## src/rtl/npc_pkg.sv

```systemverilog
package npc_pkg;

    localparam int XLEN    = 32;
    localparam int OP_W    = 6;
    localparam int FN_W    = 6;
    localparam int OFS_W   = 16;
    localparam int IDX_W   = 26;
    localparam int ALIGN_W = 2;
    localparam int HI_W    = XLEN - IDX_W - ALIGN_W;
    localparam int SEXT_W  = XLEN - OFS_W - ALIGN_W;

    localparam logic [OP_W-1:0] OPC_SPECIAL = 6'b000000;
    localparam logic [OP_W-1:0] OPC_JUMP    = 6'b000010;
    localparam logic [OP_W-1:0] OPC_JLINK   = 6'b000011;
    localparam logic [OP_W-1:0] OPC_BR_EQ   = 6'b000100;
    localparam logic [OP_W-1:0] OPC_BR_NE   = 6'b000101;
    localparam logic [FN_W-1:0] FN_JREG     = 6'b001000;

    localparam logic [XLEN-1:0] STEP = XLEN'(4);

    typedef enum logic [1:0] {
        NXT_SEQ  = 2'd0,
        NXT_BR   = 2'd1,
        NXT_ABS  = 2'd2,
        NXT_REG  = 2'd3
    } nxt_src_e;

    typedef struct packed {
        logic              br_eq;
        logic              br_ne;
        logic              jmp_abs;
        logic              jmp_reg;
        logic [OFS_W-1:0]  ofs;
        logic [IDX_W-1:0]  idx;
    } flow_t;

    typedef struct packed {
        logic [XLEN-1:0] seq;
        logic [XLEN-1:0] br;
        logic [XLEN-1:0] abs;
        logic [XLEN-1:0] reg_t;
    } cand_t;

    function automatic logic [XLEN-1:0] word_ofs(input logic [OFS_W-1:0] o);
        return {{SEXT_W{o[OFS_W-1]}}, o, {ALIGN_W{1'b0}}};
    endfunction

    function automatic logic [XLEN-1:0] splice_abs(input logic [XLEN-1:0] base,
                                                   input logic [IDX_W-1:0] ix);
        return {base[XLEN-1 -: HI_W], ix, {ALIGN_W{1'b0}}};
    endfunction

endpackage

```

## src/rtl/npc_decode.sv

```systemverilog
module npc_decode
    import npc_pkg::*;
(
    input  logic [XLEN-1:0] instr,
    output flow_t           flow
);
    logic [OP_W-1:0] opc;
    logic [FN_W-1:0] fn;

    always_comb begin
        opc          = instr[XLEN-1 -: OP_W];
        fn           = instr[FN_W-1:0];
        flow         = '0;
        flow.ofs     = instr[OFS_W-1:0];
        flow.idx     = instr[IDX_W-1:0];
        unique case (opc)
            OPC_BR_EQ:   flow.br_eq   = 1'b1;
            OPC_BR_NE:   flow.br_ne   = 1'b1;
            OPC_JUMP,
            OPC_JLINK:   flow.jmp_abs = 1'b1;
            OPC_SPECIAL: flow.jmp_reg = (fn == FN_JREG);
            default:     ;
        endcase
    end
endmodule

```

## src/rtl/npc_targets.sv

```systemverilog
module npc_targets
    import npc_pkg::*;
(
    input  logic [XLEN-1:0]  pc,
    input  logic [OFS_W-1:0] ofs,
    input  logic [IDX_W-1:0] idx,
    input  logic [XLEN-1:0]  rs_val,
    output cand_t            cand
);
    logic [XLEN-1:0] succ;

    always_comb begin
        succ       = pc + STEP;
        cand.seq   = succ;
        cand.br    = succ + word_ofs(ofs);
        cand.abs   = splice_abs(succ, idx);
        cand.reg_t = rs_val;
    end
endmodule

```

## src/rtl/npc_select.sv

```systemverilog
module npc_select
    import npc_pkg::*;
(
    input  flow_t           flow,
    input  logic [XLEN-1:0] rs_val,
    input  logic [XLEN-1:0] rt_val,
    input  cand_t           cand,
    output nxt_src_e        src,
    output logic [XLEN-1:0] nxt
);
    logic same;
    logic take;

    always_comb begin
        same = (rs_val == rt_val);
        take = (flow.br_eq & same) | (flow.br_ne & ~same);
        if (flow.jmp_reg)      src = NXT_REG;
        else if (flow.jmp_abs) src = NXT_ABS;
        else if (take)         src = NXT_BR;
        else                   src = NXT_SEQ;
        unique case (src)
            NXT_BR:  nxt = cand.br;
            NXT_ABS: nxt = cand.abs;
            NXT_REG: nxt = cand.reg_t;
            default: nxt = cand.seq;
        endcase
    end
endmodule

```

## src/rtl/npc_unit.sv

```systemverilog
module npc_unit
    import npc_pkg::*;
#(
    parameter logic [31:0] START_PC = 32'h0000_0000
) (
    input  logic        clk,
    input  logic        rst,
    input  logic        hold,
    input  logic [31:0] instr,
    input  logic [31:0] rs_val,
    input  logic [31:0] rt_val,
    output logic [31:0] pc
);
    flow_t           flow;
    cand_t           cand;
    nxt_src_e        src;
    logic [XLEN-1:0] nxt;
    logic [XLEN-1:0] pc_q;

    npc_decode u_dec (
        .instr (instr),
        .flow  (flow)
    );

    npc_targets u_tgt (
        .pc     (pc_q),
        .ofs    (flow.ofs),
        .idx    (flow.idx),
        .rs_val (rs_val),
        .cand   (cand)
    );

    npc_select u_sel (
        .flow   (flow),
        .rs_val (rs_val),
        .rt_val (rt_val),
        .cand   (cand),
        .src    (src),
        .nxt    (nxt)
    );

    always_ff @(posedge clk) begin
        if (rst)        pc_q <= START_PC;
        else if (!hold) pc_q <= nxt;
    end

    assign pc = pc_q;
endmodule

```

## config.mk

```make
export PLATFORM = sky130hd
export DESIGN_NAME = npc_unit
export DESIGN_NICKNAME = d
export VERILOG_FILES = /design/src/rtl/npc_pkg.sv /design/src/rtl/npc_decode.sv /design/src/rtl/npc_targets.sv /design/src/rtl/npc_select.sv /design/src/rtl/npc_unit.sv
export SDC_FILE = /design/constraint.sdc
export NUM_CORES = 1
export LEC_CHECK = 0
export CORE_ASPECT_RATIO = 0.9
export CORE_MARGIN = 3
export CORE_UTILIZATION = 45
export CTS_CLUSTER_DIAMETER = 30
export CTS_CLUSTER_SIZE = 16
export DETAILED_ROUTE_END_ITERATION = 8
export GPL_TIMING_DRIVEN = 0
export PLACE_DENSITY = 0.77
export SYNTH_ARGS = -nofsm -noshare
export SYNTH_HDL_FRONTEND = slang
export SYNTH_SLANG_ARGS = --single-unit
```

## constraint.sdc

```tcl
create_clock -name clk -period 10.3 [get_ports clk]
set_input_delay 1.03 -clock clk [delete_from_list [all_inputs] [get_ports clk]]
set_output_delay 1.03 -clock clk [all_outputs]
set_load 0.1 [all_outputs]
```

Yosys cells after proc, flatten, opt, wreduce, memory -nomap -nowiden
Cells that the tools add are included.

Equal/unequal tests: 9. Bitwise gates (word level): 4. Reduce and logical (&&, ||, !) cells: 2. Add/sub/neg operators: 2. Mux-type cells: 8.

Operators with widths (count): 32-bit case mux with 3 select lines (1); 32-bit by 3-bit adder with 32-bit output (second input constant) (1); 32-bit adder (1); 32-bit == test (1); 6-bit by 2-bit == test with 1-bit output (second input constant) (2); 6-bit by 3-bit == test with 1-bit output (second input constant) (2); 6-bit by 4-bit == test with 1-bit output (second input constant) (1); 6-bit zero test (1); 1-bit 2-to-1 mux (5); 2-bit == test (second input constant) (2); 2-bit 2-to-1 mux (2); 1-bit bitwise AND (2); 2-bit by 1-bit == test with 1-bit output (second input constant) (1); 2-bit OR reduction (1); 1-bit inverter (1); 1-bit OR (1).

Output and inout bits: 32. Word-level logic and storage cells: 26. Register bits after elaboration: 32. Bits of input ports: 99.

Longest topological paths before layout
Depth in word-level cells: 9. Mapped depth: 16.

Modules after synthesis
A second synthesis with hierarchy kept.

Cell total of the unflattened synthesis: 892. Area, all modules: 6278.5 um2.

By module, submodules not included: npc_targets (times used 1, cells an instance 404, area an instance 2835.2 um2); npc_select (times used 1, cells an instance 334, area an instance 1898.1 um2); npc_unit (times used 1, cells an instance 103, area an instance 1163.6 um2); npc_decode (times used 1, cells an instance 51, area an instance 381.6 um2).

Worst setup path before layout
Ideal clock, no wire load.

Path kind: reg2reg. Start: register pc_q[2], in the netlist pc[2]. End: register pc_q[26], in the netlist pc[26]. Data arrival time: 4.285 ns. Period minus slack after synthesis: 4.431 ns. Library setup time: 0.145 ns. Slack: 5.869 ns. Cell stages (with the launch flop): 16. Data required time: 10.155 ns. Cells stage by stage: dfxtp_1 > ha_1 > clkbuf_1 > nand4_2 > or3_1 > nor2_1 > xor2_1 > ha_1 > clkbuf_1 > and3_1 > and2_1 > a21boi_0 > a311oi_2 > xnor2_1 > a2111oi_0 > a2111oi_0.

Cells in the longest elaborated chain, start to end: 3.

Ends and longest elaborated chain: start, declared (RTL line npc_unit.sv:18) `logic [XLEN-1:0] pc_q;`; start signal, assigned (RTL line npc_unit.sv:44) `else if (!hold) pc_q <= nxt;`; 32-bit by 3-bit adder with 32-bit output (*) (RTL line npc_targets.sv:13) `succ = pc + STEP;`; 32-bit adder (RTL line npc_targets.sv:15) `cand.br = succ + word_ofs(ofs);`; 32-bit case mux with 3 select lines (*) (RTL line npc_select.sv:21) `unique case (src)`.

Mark *: on every way between the ends. The rest lies on a longest branch, timed or not. A chain may end at the register's enable or synchronous reset.

Worst setup path in the final report
Same ends and word-level chain as after synthesis.

==> flow_metrics.env <==
export IMPL_outcome="completed"
export IMPL_route_detailed_drc=0
export IMPL_syn_to_final_growth_pct=35.42
export IMPL_multiInputGateArea_mm2=0.003466
export IMPL_fin_crit_sh_pct=45.59
export IMPL_syn_inst=590
export IMPL_drv_slew=0
export IMPL_p_switching_w=0.0002160
export IMPL_grt_overflow=0
export IMPL_rsz0062_at_grt="false"
export IMPL_ys_warn_count=0
export IMPL_hold_violations=0
export IMPL_reg2reg_depth=15
export IMPL_drt_iter0_markers=491
export IMPL_max_freq_mhz=213.0
export IMPL_async_reset_ff_share_pct=0
export IMPL_htreeDepth=2
export IMPL_combinationalPowerShare_pct=50.7
export IMPL_cap_violations=0
export IMPL_wl_per_cell_um=22.75
export IMPL_synth_most_common_cell="xor2_1"
export IMPL_crit_required_ns=10.42
export IMPL_critPathMaxFanout=7
export IMPL_crit_slowest_cell="or3_1"
export IMPL_clockBufferDepth=2
export IMPL_cts_root_buffer="clkbuf_8"
export IMPL_clockPowerShare_pct=21.4
export IMPL_synth_seq_cells=32
export IMPL_setup_tns_ns=0
export IMPL_cp_num_cells=15
export IMPL_largest_reg_flops=32
export IMPL_synth_ff_type="dfxtp_1"
export IMPL_die_width_um=109.7
export IMPL_swShare_pct=43.21
export IMPL_io_pins=131
export IMPL_synth_area_leaders="dfxtp_1 15%, ha_1 9.8%, xor2_1 9.2%"
export IMPL_arrival_ns=4.81
export IMPL_r2r_end="pc[26]"
export IMPL_grt_max_degree=18
export IMPL_p_int_w=0.0002839
export IMPL_clock_skew_ns=0.005681
export IMPL_r2r_slack_ns=5.60
export IMPL_grt_pass1_vias=5299
export IMPL_drive_gt1_share_pct=3.159
export IMPL_seqPwrFrac_pct=27.9
export IMPL_critPathTopFamily="simple AND/OR/NAND/NOR gates"
export IMPL_crit_path_start_kind="flip-flop"
export IMPL_cts_sinks=32
export IMPL_start_util_pct=46.92
export IMPL_numCtsBuffers=5
export IMPL_n_antenna_cell=0
export IMPL_p_leak_nw=2.221
export IMPL_antenna_found_initial=1
export IMPL_cts_setup_buffers=0
export IMPL_worst_hold_path_type="reg2reg"
export IMPL_synth_top_area_share_pct=14.70
export IMPL_synth_top_cell_by_area="dfxtp_1"
export IMPL_cts_tree="yes"
export IMPL_synthesis_area_mm2=0.004359
export IMPL_die_h_um=99.37
export IMPL_path_buf_inv=2
export IMPL_grt_usage_pct=35.28
export IMPL_hold_buffers=0
export IMPL_ir_worst_vdd_mv=0.04678
export IMPL_power_density_mw_per_mm2=84.68
export IMPL_total_power_w=0.0004999
export IMPL_max_slew_margin_pct=31.98
export IMPL_syn_num_nets=724
export IMPL_grt_pass1_wl_mm=29.39
export IMPL_end_kind="flip-flop"
export IMPL_coreArea_mm2=0.009290
export IMPL_cp_startpoint="pc[2]"
export IMPL_r2r_start="pc[2]"
export IMPL_critPathKind="reg2reg"
export IMPL_layout_min_cycle_time_ns=4.696
export IMPL_dr_pass1_iters=5
export IMPL_dieArea_mm2=0.01091
export IMPL_synth_cell_type_count=63
export IMPL_synth_edff_count=0
export IMPL_nNetsFinal=861
export IMPL_yosys_top_cells_count="46 x xor2_1, 44 x nand2_1, 42 x a21oi_1"
export IMPL_yosysSeqAreaShare_pct=14.70
export IMPL_seq_area_um2=640.6
export IMPL_via_count=5442
export IMPL_avgViaCountPerCell=6.402
export IMPL_drtAntennaViolNets=0
export IMPL_crit_chain="ha_1, clkbuf_1, nand4_2, or3_1, nor2_1, xor2_1, ha_1, clkbuf_1, and3_1, and2_1, a21boi_0, a311oi_2, xnor2_1, a2111oi_0, a2111oi_0"
export IMPL_setup_violations=0
export IMPL_port_buffers=130
export IMPL_critPathMaxStageDelay_ns=0.57
export IMPL_clk_latency_ns=0.29
export IMPL_path_clk_slew_ns=0.07
export IMPL_postCtsResizedCells=0
export IMPL_crit_path_end="pc[26]"
export IMPL_tightest_slew_ns=1.012
export IMPL_syn_area_per_cell_um2=7.388
export IMPL_dp_hpwl_mm=15.19
export IMPL_wirelength_mm=19.34
export IMPL_num_rows=33
export IMPL_fillers=875
export IMPL_place_congestion=0.9426
-- per-stage QoR --
step,setup WS (ns),instance area [µm²],utilization (%),hold slack [ns],instances
final,5.604,5903,63.54,0.4812,850
after global routing,5.161,5903,63.54,0.5366,850
after CTS,5.642,5903,63.54,0.4730,850
after detailed placement,5.681,5813,62.57,0.4632,842
after global placement,5.673,5813,62.57,0.4554,842
after floorplan,5.869,4359,-,0.9290,590
-- cell families after synthesis --
logic type,Yosys count,share of synthesized area [%]
multiplexers,3,0.7176
adder cells (fa/ha/maj),35,10.22
buffers and inverters,63,5.798
XOR/XNOR,80,16.42
AO/OA/AOI/OAI,191,30.02
AND/OR/NAND/NOR,186,22.13
flip-flops,32,14.70
-- worst reg2reg max path, delay by kind of cell (launching register included) --
family | cells | cell delay [ns]
adders and majority gates | 2 | 0.47
xor gates and xnor gates | 2 | 0.38
DFF | 1 | 0.47
and+or+nand+nor | 5 | 1.48
buffers and inverters | 2 | 0.54
AOI/OAI and AO/OA | 4 | 1.18
-- final cells by class --
cell class,count,share of cell area (%)
buffer,31,2.247
clock buffer,8,1.526
inverter,32,2.035
multi-input combinational,495,58.71
sequential,32,10.85
tap,122,2.586
timing repair buffer,130,22.04
-- power by group through the flow --
stage	registers (W)	clock network [W]	logic (W)
2_1_floorplan	0.000187	0	0.000106
3_3_place_gp	0.000142	0	0.000246
3_5_place_dp	0.000142	0	0.000247
4_1_cts	0.000139	0.000106	0.000249
5_1_grt	0.000141	0.000112	0.000270
6_report	0.000140	0.000107	0.000254
-- cells in the final DEF, fill, tap and decap left out, types with 3 or more instances in the layout --
cell type	n
o211ai_1	7
a21oi_1	42
a211oi_1	8
xor2_1	46
clkbuf_8	6
and3_1	12
ha_1	34
o21ai_0	33
and2_1	6
a22o_1	5
o22ai_1	3
a21o_1	6
nor4_1	18
a22oi_1	6
a221oi_1	25
inv_1	31
o31ai_1	4
clkbuf_1	26
nand3_1	21
clkdlybuf4s50_1	130
o31a_1	3
xnor2_1	33
and4_1	5
nand2_1	44
a31oi_1	14
o21bai_1	8
o21a_1	5
nor2_1	35
nand4_1	9
a221o_1	4
nor3_1	14
buf_2	4
dfxtp_1	32
a2111oi_0	6
nand2b_1	6
-- metal layers --
metal  part of all wire (%)  track usage (%)  vias up  routed length (µm)
met1                     42            49.27     2532                8121
met2                     43            53.92      368                8236
li1                       -                -     2494                   -
met3                     13            7.852       46                2452
met4                    2.7            11.03        2                 521
met5                  0.036                0        -                   7
-- how the worst min path moves through the flow --
stage,startpoint,end,slack [ns],cells past startpoint
after floorplan,pc[11],pc[11],0.93,2
after global placement,pc[1],pc[1],0.46,2
after detailed placement,pc[1],pc[1],0.46,2
after CTS,pc[1],pc[1],0.47,2
after global routing,pc[22],pc[22],0.54,2
final,pc[1],pc[1],0.48,2
No activity file was read; power rests on OpenSTA's default activity.
